**config.mk**
```make
export PLATFORM = sky130hd
export DESIGN_NAME = ffa_fetch_gen
export DESIGN_NICKNAME = d
export VERILOG_FILES = /design/src/rtl/ffa_pkg.sv /design/src/rtl/ffa_base_shadow.sv /design/src/rtl/ffa_addr_walk.sv /design/src/rtl/ffa_ctrl_fsm.sv /design/src/rtl/ffa_fetch_gen.sv
export SDC_FILE = /design/constraint.sdc
export NUM_CORES = 1
export LEC_CHECK = 0
export CAP_MARGIN = 40
export CELL_PAD_IN_SITES_DETAIL_PLACEMENT = 1
export CELL_PAD_IN_SITES_GLOBAL_PLACEMENT = 1
export CORE_ASPECT_RATIO = 1.1
export CORE_UTILIZATION = 45
export CTS_CLUSTER_DIAMETER = 50
export DETAILED_ROUTE_END_ITERATION = 10
export PLACE_DENSITY_LB_ADDON = 0.1
export SLEW_MARGIN = 25
export SYNTH_ARGS = -nofsm -noshare
export SYNTH_HDL_FRONTEND = slang
export SYNTH_HIERARCHICAL = 1
export SYNTH_SLANG_ARGS = --single-unit
export TNS_END_PERCENT = 50
```
**constraint.sdc**
```tcl
create_clock -name clk -period 5.2 [get_ports clk]
set_clock_uncertainty 0.05 [all_clocks]
set_input_delay 0.78 -clock clk [delete_from_list [all_inputs] [get_ports clk]]
set_output_delay 0.78 -clock clk [all_outputs]
set_load 0.005 [all_outputs]
```
**src/rtl/ffa_pkg.sv**
```systemverilog
package ffa_pkg;
    typedef enum logic [1:0] {
        ST_IDLE  = 2'd0,
        ST_ARM   = 2'd1,
        ST_FETCH = 2'd2,
        ST_DRAIN = 2'd3
    } ffa_state_e;
endpackage

```
**src/rtl/ffa_base_shadow.sv**
```systemverilog
module ffa_base_shadow #(
    parameter int ADDR_W = 32
) (
    input  logic              clk,
    input  logic              rst_n,
    input  logic              load_i,
    input  logic [ADDR_W-1:0] next_base_i,
    output logic [ADDR_W-1:0] cur_base_o
);
    always_ff @(posedge clk or negedge rst_n) begin
        if (!rst_n)
            cur_base_o <= '0;
        else if (load_i)
            cur_base_o <= next_base_i;
    end
endmodule

```
**src/rtl/ffa_addr_walk.sv**
```systemverilog
module ffa_addr_walk #(
    parameter int ADDR_W = 32,
    parameter int CNT_W  = 16
) (
    input  logic               clk,
    input  logic               rst_n,
    input  logic               load_i,
    input  logic               advance_i,
    input  logic [ADDR_W-1:0]  base_i,
    input  logic [2*CNT_W-1:0] xfer_count_i,
    input  logic               wide_pix_i,
    output logic [ADDR_W-1:0]  addr_o,
    output logic               frame_last_o,
    output logic               frame_empty_o
);
    localparam int STRIDE_W = CNT_W + 2;
    localparam logic [CNT_W-1:0] ONE_C = CNT_W'(1);

    logic [CNT_W-1:0]    pix_in, lines_in, words_in;
    logic [STRIDE_W-1:0] stride_in;

    logic [CNT_W-1:0]    words_q, lines_q, word_q, line_q;
    logic [STRIDE_W-1:0] stride_q;
    logic [ADDR_W-1:0]   line_base_q;
    logic                last_word;

    always_comb begin
        pix_in        = xfer_count_i[CNT_W-1:0];
        lines_in      = xfer_count_i[2*CNT_W-1:CNT_W];
        words_in      = wide_pix_i ? pix_in
                                   : (pix_in >> 1) + {{(CNT_W-1){1'b0}}, pix_in[0]};
        stride_in     = wide_pix_i ? {pix_in, 2'b00} : {1'b0, pix_in, 1'b0};
        frame_empty_o = (pix_in == '0) || (lines_in == '0);
        last_word     = (word_q == words_q - ONE_C);
        frame_last_o  = last_word && (line_q == lines_q - ONE_C);
        addr_o        = line_base_q + ADDR_W'({word_q, 2'b00});
    end

    always_ff @(posedge clk or negedge rst_n) begin
        if (!rst_n) begin
            words_q     <= '0;
            lines_q     <= '0;
            stride_q    <= '0;
            word_q      <= '0;
            line_q      <= '0;
            line_base_q <= '0;
        end else if (load_i) begin
            words_q     <= words_in;
            lines_q     <= lines_in;
            stride_q    <= stride_in;
            word_q      <= '0;
            line_q      <= '0;
            line_base_q <= base_i;
        end else if (advance_i) begin
            if (last_word) begin
                word_q      <= '0;
                line_q      <= line_q + ONE_C;
                line_base_q <= line_base_q + ADDR_W'(stride_q);
            end else begin
                word_q      <= word_q + ONE_C;
            end
        end
    end
endmodule

```
**src/rtl/ffa_ctrl_fsm.sv**
```systemverilog
module ffa_ctrl_fsm
    import ffa_pkg::*;
(
    input  logic clk,
    input  logic rst_n,
    input  logic run_i,
    input  logic fifo_clear_i,
    input  logic frame_start_i,
    input  logic fifo_empty_i,
    input  logic req_ready_i,
    input  logic frame_last_i,
    input  logic frame_empty_i,
    output logic load_o,
    output logic advance_o,
    output logic req_valid_o,
    output logic running_o
);
    ffa_state_e state_q, state_d;

    always_comb begin
        state_d = state_q;
        unique case (state_q)
            ST_IDLE: begin
                if (run_i)
                    state_d = ST_ARM;
            end
            ST_ARM: begin
                if (!run_i)
                    state_d = ST_DRAIN;
                else if (frame_start_i && !frame_empty_i)
                    state_d = ST_FETCH;
            end
            ST_FETCH: begin
                if (fifo_clear_i)
                    state_d = run_i ? ST_ARM : ST_DRAIN;
                else if (req_ready_i && (frame_last_i || !run_i))
                    state_d = run_i ? ST_ARM : ST_DRAIN;
            end
            ST_DRAIN: begin
                if (fifo_empty_i)
                    state_d = ST_IDLE;
            end
        endcase
    end

    always_ff @(posedge clk or negedge rst_n) begin
        if (!rst_n)
            state_q <= ST_IDLE;
        else
            state_q <= state_d;
    end

    always_comb begin
        load_o      = (state_q == ST_ARM) && run_i && frame_start_i;
        req_valid_o = (state_q == ST_FETCH);
        advance_o   = (state_q == ST_FETCH) && req_ready_i && !fifo_clear_i;
        running_o   = (state_q != ST_IDLE);
    end
endmodule

```
**src/rtl/ffa_fetch_gen.sv**
```systemverilog
module ffa_fetch_gen #(
    parameter int ADDR_W = 32,
    parameter int CNT_W  = 16
) (
    input  logic               clk,
    input  logic               rst_n,
    input  logic               run_i,
    input  logic               fifo_clear_i,
    input  logic               frame_start_i,
    input  logic               fifo_empty_i,
    input  logic [ADDR_W-1:0]  next_base_i,
    input  logic [2*CNT_W-1:0] xfer_count_i,
    input  logic               wide_pix_i,
    input  logic               req_ready_i,
    output logic               rd_valid_o,
    output logic [ADDR_W-1:0]  rd_addr_o,
    output logic [ADDR_W-1:0]  cur_base_o,
    output logic               running_o
);
    logic load, advance, frame_last, frame_empty;

    ffa_ctrl_fsm u_fsm (
        .clk           (clk),
        .rst_n         (rst_n),
        .run_i         (run_i),
        .fifo_clear_i  (fifo_clear_i),
        .frame_start_i (frame_start_i),
        .fifo_empty_i  (fifo_empty_i),
        .req_ready_i   (req_ready_i),
        .frame_last_i  (frame_last),
        .frame_empty_i (frame_empty),
        .load_o        (load),
        .advance_o     (advance),
        .req_valid_o   (rd_valid_o),
        .running_o     (running_o)
    );

    ffa_base_shadow #(.ADDR_W(ADDR_W)) u_shadow (
        .clk         (clk),
        .rst_n       (rst_n),
        .load_i      (load),
        .next_base_i (next_base_i),
        .cur_base_o  (cur_base_o)
    );

    ffa_addr_walk #(.ADDR_W(ADDR_W), .CNT_W(CNT_W)) u_walk (
        .clk           (clk),
        .rst_n         (rst_n),
        .load_i        (load),
        .advance_i     (advance),
        .base_i        (next_base_i),
        .xfer_count_i  (xfer_count_i),
        .wide_pix_i    (wide_pix_i),
        .addr_o        (rd_addr_o),
        .frame_last_o  (frame_last),
        .frame_empty_o (frame_empty)
    );
endmodule

```
* Word-level counts from Yosys, hierarchy flattened
Cells that the tools add are included.
** Word-level totals
- Bits in registers :: 148
- Input port bits :: 72
- Output and inout bits :: 66
** Operators by class
- Add/sub/neg operators :: 7
- Equal/unequal tests :: 9
- Mux-type cells :: 19
- Reductions and logical operators :: 20
** Operators with widths (count)
- 16-bit two-way mux :: 7
- 32-bit two-way mux :: 3
- 32-bit by 18-bit adder with 32-bit output :: 2
- 16-bit by 1-bit adder with 16-bit output, second input constant :: 2
- 16-bit == test :: 2
- 16-bit zero test :: 2
- 16-bit by 1-bit subtractor with 16-bit output, second input constant :: 2
- 18-bit two-way mux :: 1
- 15-bit by 1-bit adder with 16-bit output :: 1
- 2-bit two-way mux :: 7
- 2-bit case mux with 4 select lines :: 1
- 1-bit logical AND :: 7
- 3-bit by 2-bit inequality test with 1-bit output, second input constant :: 2
- 2-bit nonzero test :: 3
- 2-bit == test, second input constant :: 2
- 2-bit inequality test, second input constant :: 2
- 4-bit AND reduction :: 1
- 1-bit zero test :: 3
- 2-bit by 1-bit == test with 1-bit output, second input constant :: 1
- 2-bit zero test :: 1
- 1-bit logical OR :: 2
- 2-bit AND reduction :: 1

* Longest topological paths before layout
Gate-level depths: netlist (run 1).
- Word-level depth :: 8
- Depth in mapped cells :: 12
- Depth with buffers taken out :: 11

* Modules after synthesis
Netlist (run 1), hierarchy kept.
** Modules (own cells, without submodules)
- ffa_addr_walk :: instances 1, cells each 1043, area an instance 8734.6 um2, seq. area each 2827.7 um2
- ffa_base_shadow :: instances 1, cells each 68, area an instance 1345.0 um2, seq. area each 800.8 um2
- ffa_ctrl_fsm :: instances 1, cells each 20, area an instance 185.2 um2, seq. area each 50.0 um2

* Worst setup path after synthesis (run 1)
Ideal clock, no wire load.
- Kind :: reg-to-output
- Start :: reg u_walk.word_q[7]
- End :: out rd_addr_o[27]
- Arrival time :: 2.445 ns
- Data required time :: 4.370 ns
- Path slack :: 1.925 ns
- Stages on the path, launching flop included :: 9
- Cells stage by stage :: dfrtp_1 -> ha_1 -> or3_1 -> or3_1 -> o211ai_1 -> o221ai_1 -> a31oi_1 -> nand2b_1 -> xnor2_1
** On the way
- Longest elaborated chain between the ends :: 1
** RTL lines
- start: declaration :: line ffa_addr_walk.sv:22 : logic [CNT_W-1:0] words_q, lines_q, word_q, line_q;
- start signal: assignment :: line ffa_addr_walk.sv:60 : word_q <= word_q + ONE_C;
- 32-bit by 18-bit adder with 32-bit output :: line ffa_addr_walk.sv:36 : addr_o = line_base_q + ADDR_W'({word_q, 2'b00});
- end: declaration :: line ffa_fetch_gen.sv:16 : output logic [ADDR_W-1:0] rd_addr_o,
No other way between the ends.

* Worst setup path after layout (run 1)
Ends and elaborated chain as after synthesis.

==> results of run 1 <==
worst reg2reg max path, delay by kind of cell (launching register included):
family / cells / cell delay, ns
and+or+nand+nor: 5 / 2.11
AOI/OAI and AO/OA: 3 / 0.74
DFF: 1 / 0.45
xor gates and xnor gates: 1 / 0.20
adders and majority gates: 1 / 0.19
buffers and inverters: 1 / 0.10
worst paths after layout:
check | from | endpoint | slack, ns | cells past startpoint
min | rst_n | u_walk/lines_q[14] | 0.15 | 1
max reg2reg | u_walk/words_q[0] | u_fsm/state_q[0] | 1.26 | 11
max in group asynchronous | rst_n | u_shadow/cur_base_o[13] | 3.93 | 3
max | u_walk/word_q[7] | rd_addr_o[27] | 0.48 | 10
min reg2reg | u_shadow/cur_base_o[31] | u_shadow/cur_base_o[31] | 0.46 | 1
min in group clk | u_shadow/cur_base_o[31] | u_shadow/cur_base_o[31] | 0.46 | 1
registers in the layout, indices dropped and copies added, names as in the netlist:
name / count
u_walk/line_q: 16
u_walk/stride_q: 17
u_walk/line_base_q: 32
u_walk/lines_q: 16
u_fsm/state_q: 2
u_walk/words_q: 16
u_walk/word_q: 16
u_shadow/cur_base_o: 32
area by class of cell:
class                           count  area, µm²  area share [%]
Tap cell                          295        369            2.95
Multi-Input combinational cell    875       6120            48.9
Inverter                           46        173            1.38
Clock inverter                     11        150            1.20
Timing Repair Buffer              155       1550            12.4
Clock buffer                       21        480            3.84
Sequential cell                   147       3680            29.4
through the flow:
step,instance area (µm²),power (W)
after floorplan,10300,0.00445
final,12500,0.00722
after CTS,12500,0.00727
after detailed placement,11900,0.00589
after global placement,11800,0.00574
after global routing,12500,0.00774
cell families (layout without fill, tap and decap cells):
kind of cell / after synthesis / count (layout) / synth area share, %
AO/OA/AOI/OAI: 252 / 252 / 16.1
XOR/XNOR: 94 / 94 / 8.02
adder cells (fa/ha/maj): 42 / 42 / 5.27
buffers and inverters: 109 / 233 / 4.80
flip-flops: 147 / 147 / 35.8
multiplexers: 78 / 78 / 9.36
AND/OR/NAND/NOR: 409 / 409 / 20.6
report_power, final:
group	internal, W	switching (W)
clock network	0.000809	0.000509
logic	0.00188	0.00192
registers	0.00160	0.000508
total	0.00429	0.00294
cell usage after synthesis, types with 9 or more instances:
cell,instances
sky130_fd_sc_hd__o211ai_1,13
sky130_fd_sc_hd__xor2_1,30
sky130_fd_sc_hd__o21ai_0,60
sky130_fd_sc_hd__inv_1,44
sky130_fd_sc_hd__a31oi_1,29
sky130_fd_sc_hd__or4_1,13
sky130_fd_sc_hd__buf_2,9
sky130_fd_sc_hd__nand4_1,27
sky130_fd_sc_hd__dfrtp_1,147
sky130_fd_sc_hd__clkbuf_1,40
sky130_fd_sc_hd__nand2b_1,19
sky130_fd_sc_hd__ha_1,40
sky130_fd_sc_hd__a21oi_1,61
sky130_fd_sc_hd__mux2i_1,24
sky130_fd_sc_hd__nor4_1,18
sky130_fd_sc_hd__or2_2,9
sky130_fd_sc_hd__mux2_4,30
sky130_fd_sc_hd__mux2_2,24
sky130_fd_sc_hd__nor3_1,33
sky130_fd_sc_hd__nand3_1,35
sky130_fd_sc_hd__xnor2_1,64
sky130_fd_sc_hd__a31o_2,16
sky130_fd_sc_hd__nor2b_1,18
sky130_fd_sc_hd__nand2_1,90
sky130_fd_sc_hd__nor2_1,91
sky130_fd_sc_hd__or3_1,10
sky130_fd_sc_hd__and3_1,14
metal layers:
layer / share of wire (%) / wire length, µm
met1: 44 / 13200
met2: 51 / 15300
met3: 2.6 / 775
met4: 3.3 / 990
met5: 0 / 0
==> results.txt, run 1 <==
The synthesized net count is 1,245, and the worst max-slew margin expressed relative to the limit is 47.0%. For the pin with the worst max-slew slack, the measured transition is 0.795 ns. The number of violations reported at the end of detailed-routing iteration 0 came out at 315.

Global routing consumed, over all layers together, 26.5% of the routing resources. Once placement completed, the tool counted placed cells totaling 1,517. The run gives 9,021 as the count of vias placed by the detailed router. The average detailed-routed wire length per instance works out to 19.5 µm.

TritonCTS built the clock tree. Area share of the leading cell type in the synthesized netlist: 35.8%. In this design, the largest share of critical-path delay is due to compound AO/OA/AOI/OAI gates. On the worst path, the slowest cell contributes a delay of 0.51 ns. The number of enable flip-flop cells after synthesis works out to 0.

For this run, the post-layout net count is 1,356. The average instance in the mapped netlist occupies 9.08 µm². The tools report the minimum hold slack as 0.147 ns. The required time of the critical path is 4.37 ns, and the post-route setup TNS is 0 ns.

Global routing consumed, on the met3 layer, 3.30% of the routing resources. For this run, global-route usage on met2 was measured as 47.3%. The largest fanout on the critical path was 7; the highest attainable clock frequency was 212 MHz. For the number of buffers inserted during clock tree synthesis, the log shows 17.

Relative to the synthesized area, the layout overhead comes to 22.0%. Excluding fillers, the count of instances in the completed layout stands at 1,550. For the number of different library cells in the post-synthesis netlist, the log shows 77.

The run gives 0.43 ns as the insertion delay to the later sink of the worst-skew pair. The initialized floorplan defines 57 standard-cell rows. The aggregate routed wire length came out at 30.3 mm. The number of global-route vias before repair is 9,510. By startpoint and endpoint, the worst setup path is classified as flip-flop to output pin. The fraction of the core area covered by cells at the end of the flow is 56.3%, and the overall die width is 146 µm. The first global-routing pass estimated 49.4 mm of wire. Global routing finished with a remaining overflow of 0. VDD sags by at most 0.222 mV. Counting both buffers and inverters, the worst setup path holds a total of 2. The tools report the worst endpoint data arrival time as 3.89 ns.

The CTS H-tree depth was 4; the antenna cell count was 0. After technology mapping, the gate count stands at 1,131. From bottom edge to top edge, the die measures 160 µm. The logs give 0 for the cts-stage hold buffer count and 0.768 ns for the worst slack at placement. In this run the remaining antenna-violating nets after routing total 0. The hold violation total from the final report is 0. For the floorplan die area, the log shows 23,400 µm².

The share of flip-flops with an asynchronous set or reset after synthesis is 100%, and the count of fill cells added during filler insertion is 2,570. The layer flagged by global routing as most heavily used is met2. In this run the count of I/O pins placed on the die edge is 138. The clock net sink count is 147. Power spread over the standard cell area amounts to 577 nW/µm². The share of the cycle needed by the critical path after routing works out to 90.7%.

The leading cell type in the layout, fill and taps excluded was sky130_fd_sc_hd__dfrtp_1. Setup repair after global routing left no endpoint under its margin. The met1 track demand over resource in global routing came out at 32.0%. Traced cell by cell, the critical path runs through ha_1, or3_1, or3_1, o211ai_1, o221ai_1, a31oi_1, clkbuf_2, nand2b_1, xnor2_1, clkdlybuf4s50_1.

For this run, the number of Yosys warnings is 6. The via density per instance works out to 5.82. The initial standard-cell utilization of the core came out at 46.1%. The root buffer cell chosen for the clock tree is sky130_fd_sc_hd__clkbuf_16. In the routed design, unresolved DRC markers number 0. The cell taking the most area after synthesis is sky130_fd_sc_hd__dfrtp_1. The kind of path behind the tightest hold check is input pin to asynchronous set/reset pin. The initial antenna violation count is 0.

Gates resized during post-CTS repair numbered 0. The tool flagged a number of max-cap violations equal to 0. For this run, the detailed router's first-pass iteration total came to 5. The most numerous cell type found on the critical path is sky130_fd_sc_hd__or3_1. Of the cells placed in the final design, the portion with a size suffix greater than 1 is 11.6%. The top cell types in the final layout, fill and taps aside, are 147 x sky130_fd_sc_hd__dfrtp_1, 136 x sky130_fd_sc_hd__clkdlybuf4s50_1, 91 x sky130_fd_sc_hd__nor2_1.

The core region is 22,300 µm². Sequential cells were found to cover 35.8% of the synthesized design area. The run finished with clean final reports. STA classifies the critical path startpoint as a flip-flop. The run gives 0 as the number of buffers inserted by post-CTS setup repair.

Setup slack closes at 0.483 ns. The nature of the critical path endpoint was an output pin. The critical path's slowest cell was sky130_fd_sc_hd__clkdlybuf4s50_1. The pin count of the biggest net entering global routing came out at 73. The longest clock path from root to sink contains 2 buffers.

Setup violations remaining at the end of the flow were counted as 0. The port buffer count came out at 137. Clock-pin slew was measured on the worst setup and hold paths at 0.06 ns. Sorting the synthesized cells by area gives the leading types as sky130_fd_sc_hd__dfrtp_1 36%, sky130_fd_sc_hd__xnor2_1 5.5%, sky130_fd_sc_hd__ha_1 4.9%. The analysis attributes to cell leakage a power of 5.14 nW. The run gives 0.867 as the routability congestion estimate from global placement.

The most used flip-flop cell after synthesis is sky130_fd_sc_hd__dfrtp_1. The final max-slew violation count is 0, and the post-synthesis cell area is 10,300 µm². The final HPWL from detailed placement was 22.7 mm.

Counting I/O delays and the setup requirement, the final critical path takes 4.72 ns. After synthesis the netlist holds a flip-flop and latch count of 147.
(Power assumes the default switching activity.)
==> run 2, diff against run 1 <==
CORE_UTILIZATION = 43   (was 45)
clock period = 5.4 ns   (was 5.2 ns; I/O delays follow)
==> results.txt, run 2 (synthesis results as in run 1) <==
The fraction of layout instances using a drive strength above 1 was 11.2% (-0.31 points). The top cell types in the final layout, fill and taps aside, are 147 x sky130_fd_sc_hd__dfrtp_1, 136 x sky130_fd_sc_hd__clkdlybuf4s50_1, 91 x sky130_fd_sc_hd__nor2_1. The worst endpoint data arrival time is 3.86 ns (-0.03 ns), and the post-placement cell area is 11,800 µm² (-0.59%). The initial standard-cell utilization of the core was 44.3% (-1.8 points). The run gives 30.3 mm (+0.11%) as the aggregate routed wire length. The run gives 4 (unchanged) as the CTS H-tree depth. The critical path launch point is u_walk/word_q[5]. The number of global-route vias before repair is 9,303 (-2.2%), and the final HPWL from detailed placement is 22.3 mm (-1.8%). The nature of the critical path endpoint is an output pin.

Insertion delay to the later sink of the worst-skew pair: 0.44 ns (about the same). The logs give 0 (unchanged) for the initial antenna violation count and 138 (unchanged) for the number of I/O pins. The largest registers in the layout are u_shadow/cur_base_o (32), u_walk/line_base_q (32), u_walk/stride_q (17). TritonCTS built the clock tree. The logs give 0.185 mV (-17%) for the worst voltage drop across the vdd grid and 212 MHz for the highest attainable clock frequency. The routability congestion estimate from global placement is 0.887 (+2.3%), and the core footprint is 23,100 µm² (+4.0%). The tools report the global-route usage over all layers as 25.4% (-1.1 points). The tools report the kind of launch point of the worst setup path as a flip-flop. For the count of vias placed by the detailed router, the log shows 9,086 (+0.72%). The overall die width was 149 µm (+2.3%). The number of setup violations in the final report was 0 (unchanged); the sequential cell area was 3680 µm² (unchanged).

The number of buffers inserted during clock tree synthesis was 17 (unchanged); the cts-stage hold buffer count was 0 (unchanged). The minimum clock period came out at 4.72 ns. The number of violations reported at the end of detailed-routing iteration 0 was 389 (+23%).

The logs give 0 (unchanged) for the number of buffers inserted by post-CTS setup repair and 0.00696 W (-3.7%) for the total design power. The average detailed-routed wire length per instance is 19.5 µm (-0.15%). The share of the cycle needed by the critical path after routing was 87.5%; the transition time of the tightest slew-check pin was 0.856 ns (+0.0610 ns). The worst max-slew margin expressed relative to the limit came out at 42.3% (-4.7 points). The clock slew seen by the registers of the worst setup and hold paths was 0.07 ns (about the same); the count of fill cells added during filler insertion was 2,695 (+4.9%). The via density per instance works out to 5.85 (+0.46%). The run gives 6120 µm² (unchanged) as the area of the multi-input gates. Setup repair after global routing left no endpoint under its margin. The stage delay of the slowest cell on the critical path is 0.53 ns (+0.02 ns), and the static leakage is 5.09 nW (-0.92%). Cell chosen for the clock root: sky130_fd_sc_hd__clkbuf_16. The clock net sink count was 147 (unchanged). Leaving out fill and tap cells, the most frequent cell in the layout is sky130_fd_sc_hd__dfrtp_1. The run gives 0 (unchanged) as the hold violation total from the final report.

The worst setup path is of the flip-flop to output pin kind. For the number of iterations in the first detailed-routing pass, the log shows 4 (-1). The global-route wire length before repair was 48.8 mm (-1.2%); the cell depth of the worst setup path was 10 (unchanged).

The post-route setup TNS came out at 0 ns (unchanged). The worst register-to-register path begins at u_walk/words_q[0]. On the critical path, the stage with the largest delay is an instance of sky130_fd_sc_hd__clkdlybuf4s50_1. Final max-slew violation count: 0 (unchanged).

The antenna cell count was 0 (unchanged). The number of cell instances on the worst register-to-register path came out at 11 (unchanged). For the fraction of the core area covered by cells at the end of the flow, the log shows 53.8% (-2.5 points). From synthesis to final layout, the design area changed by 21.3%. Max-capacitance violation count: 0 (unchanged).

The buffer and inverter count on the worst path was 2 (unchanged). Traced cell by cell, the critical path runs through ha_1, or3_1, or3_1, o211ai_1, o221ai_1, a31oi_1, buf_2, nor2_1, xnor2_1, clkdlybuf4s50_1. For the DRC violations left, the log shows 0 (unchanged).

The min-delay analysis places its worst path in the category input pin to asynchronous set/reset pin. For the number of instances resized during post-cts repair, the log shows 0 (unchanged). The run gives 4.54 ns (+0.17 ns) as the required time of the critical path. The height of the die came out at 164 µm (+2.3%). The residual antenna-violating net count after detailed routing was 0 (unchanged); the pin count of the biggest net entering global routing was 84 (+15%). The logs give 58 (+1.8%) for the number of rows in the core area and 0 (unchanged) for the sum of overflow across all layers after global routing. The most numerous cell type found on the critical path is sky130_fd_sc_hd__or3_1. The deepest clock path buffer count was 2 (unchanged); the final layout net count was 1,355 (-0.074%).

Port buffer count: 137 (unchanged). Gate family responsible for the most delay along the worst path: compound AO/OA/AOI/OAI gates. The post-route cell area is 12,500 µm² (-0.53%), and the largest fanout on the critical path is 9 (+2). The run finished with clean final reports. The ratio of total power to cell area works out to 559 nW/µm² (-3.1%).

The tools report the floorplan die area as 24,500 µm² (+4.6%).
run 2: cell types whose count changed in the layout (fill, tap and decap cells not counted):
cell / delta
sky130_fd_sc_hd__buf_12: +1
sky130_fd_sc_hd__buf_8: -1
sky130_fd_sc_hd__inv_6: +4
sky130_fd_sc_hd__buf_1: +1
sky130_fd_sc_hd__clkinv_2: -2
sky130_fd_sc_hd__buf_4: -2
sky130_fd_sc_hd__buf_16: -2
sky130_fd_sc_hd__clkinvlp_4: +1
sky130_fd_sc_hd__clkbuf_8: -4
sky130_fd_sc_hd__clkbuf_4: +1
sky130_fd_sc_hd__clkbuf_1: +2
sky130_fd_sc_hd__clkbuf_2: -1
sky130_fd_sc_hd__buf_2: +2
sky130_fd_sc_hd__clkinv_4: -1
run 2: path summary, 6_finish.rpt:
kind                                                end  slack [ns]
worst max-delay path                      rd_addr_o[25]        0.68
worst min-delay path                  u_walk/lines_q[9]        0.30
worst max register to register         u_fsm/state_q[0]        1.50
worst min register to register  u_shadow/cur_base_o[17]        0.46
max in group asynchronous            u_walk/words_q[14]        3.94
min in group clk                u_shadow/cur_base_o[17]        0.46
run 2: area by class of cell:
cell class	instances	share of cell area, %
clock buffer	19	3.48
clock inverter	13	1.40
inverter	46	1.39
multi-input combinational	875	49.1
sequential	147	29.5
tap	300	3.01
timing repair buffer	154	12.1
run 2: power breakdown:
group          internal (W)  leakage [nW]  switching, W
Clock              0.000736         0.286      0.000521
Sequential          0.00154          1.79      0.000493
Combinational       0.00181          3.02       0.00186
Total               0.00408          5.09       0.00288
run 2: per-layer routing:
metal  vias up  GRT usage [%]  routed length [µm]
met5         -              0                   0
met4         0           7.51                 402
met3        33           2.50                 665
met2       130           45.5               15700
met1      4569           32.1               13600
li1       4354              -                   -
run 2: stage by stage:
step	std cells	hold slack, ns	setup slack (ns)
floorplan	1131	0.409	2.10
global placement	1517	0.442	1.05
detailed placement	1519	0.442	0.934
CTS	1551	0.326	0.457
global route	1554	0.344	0.459
finish	1554	0.299	0.676
==> run 3, diff against run 2 <==
GPL_ROUTABILITY_DRIVEN = 0   (was not set)
==> results of run 3 <==
Same layout as run 2: the final DEF is identical, and so are final timing and power.
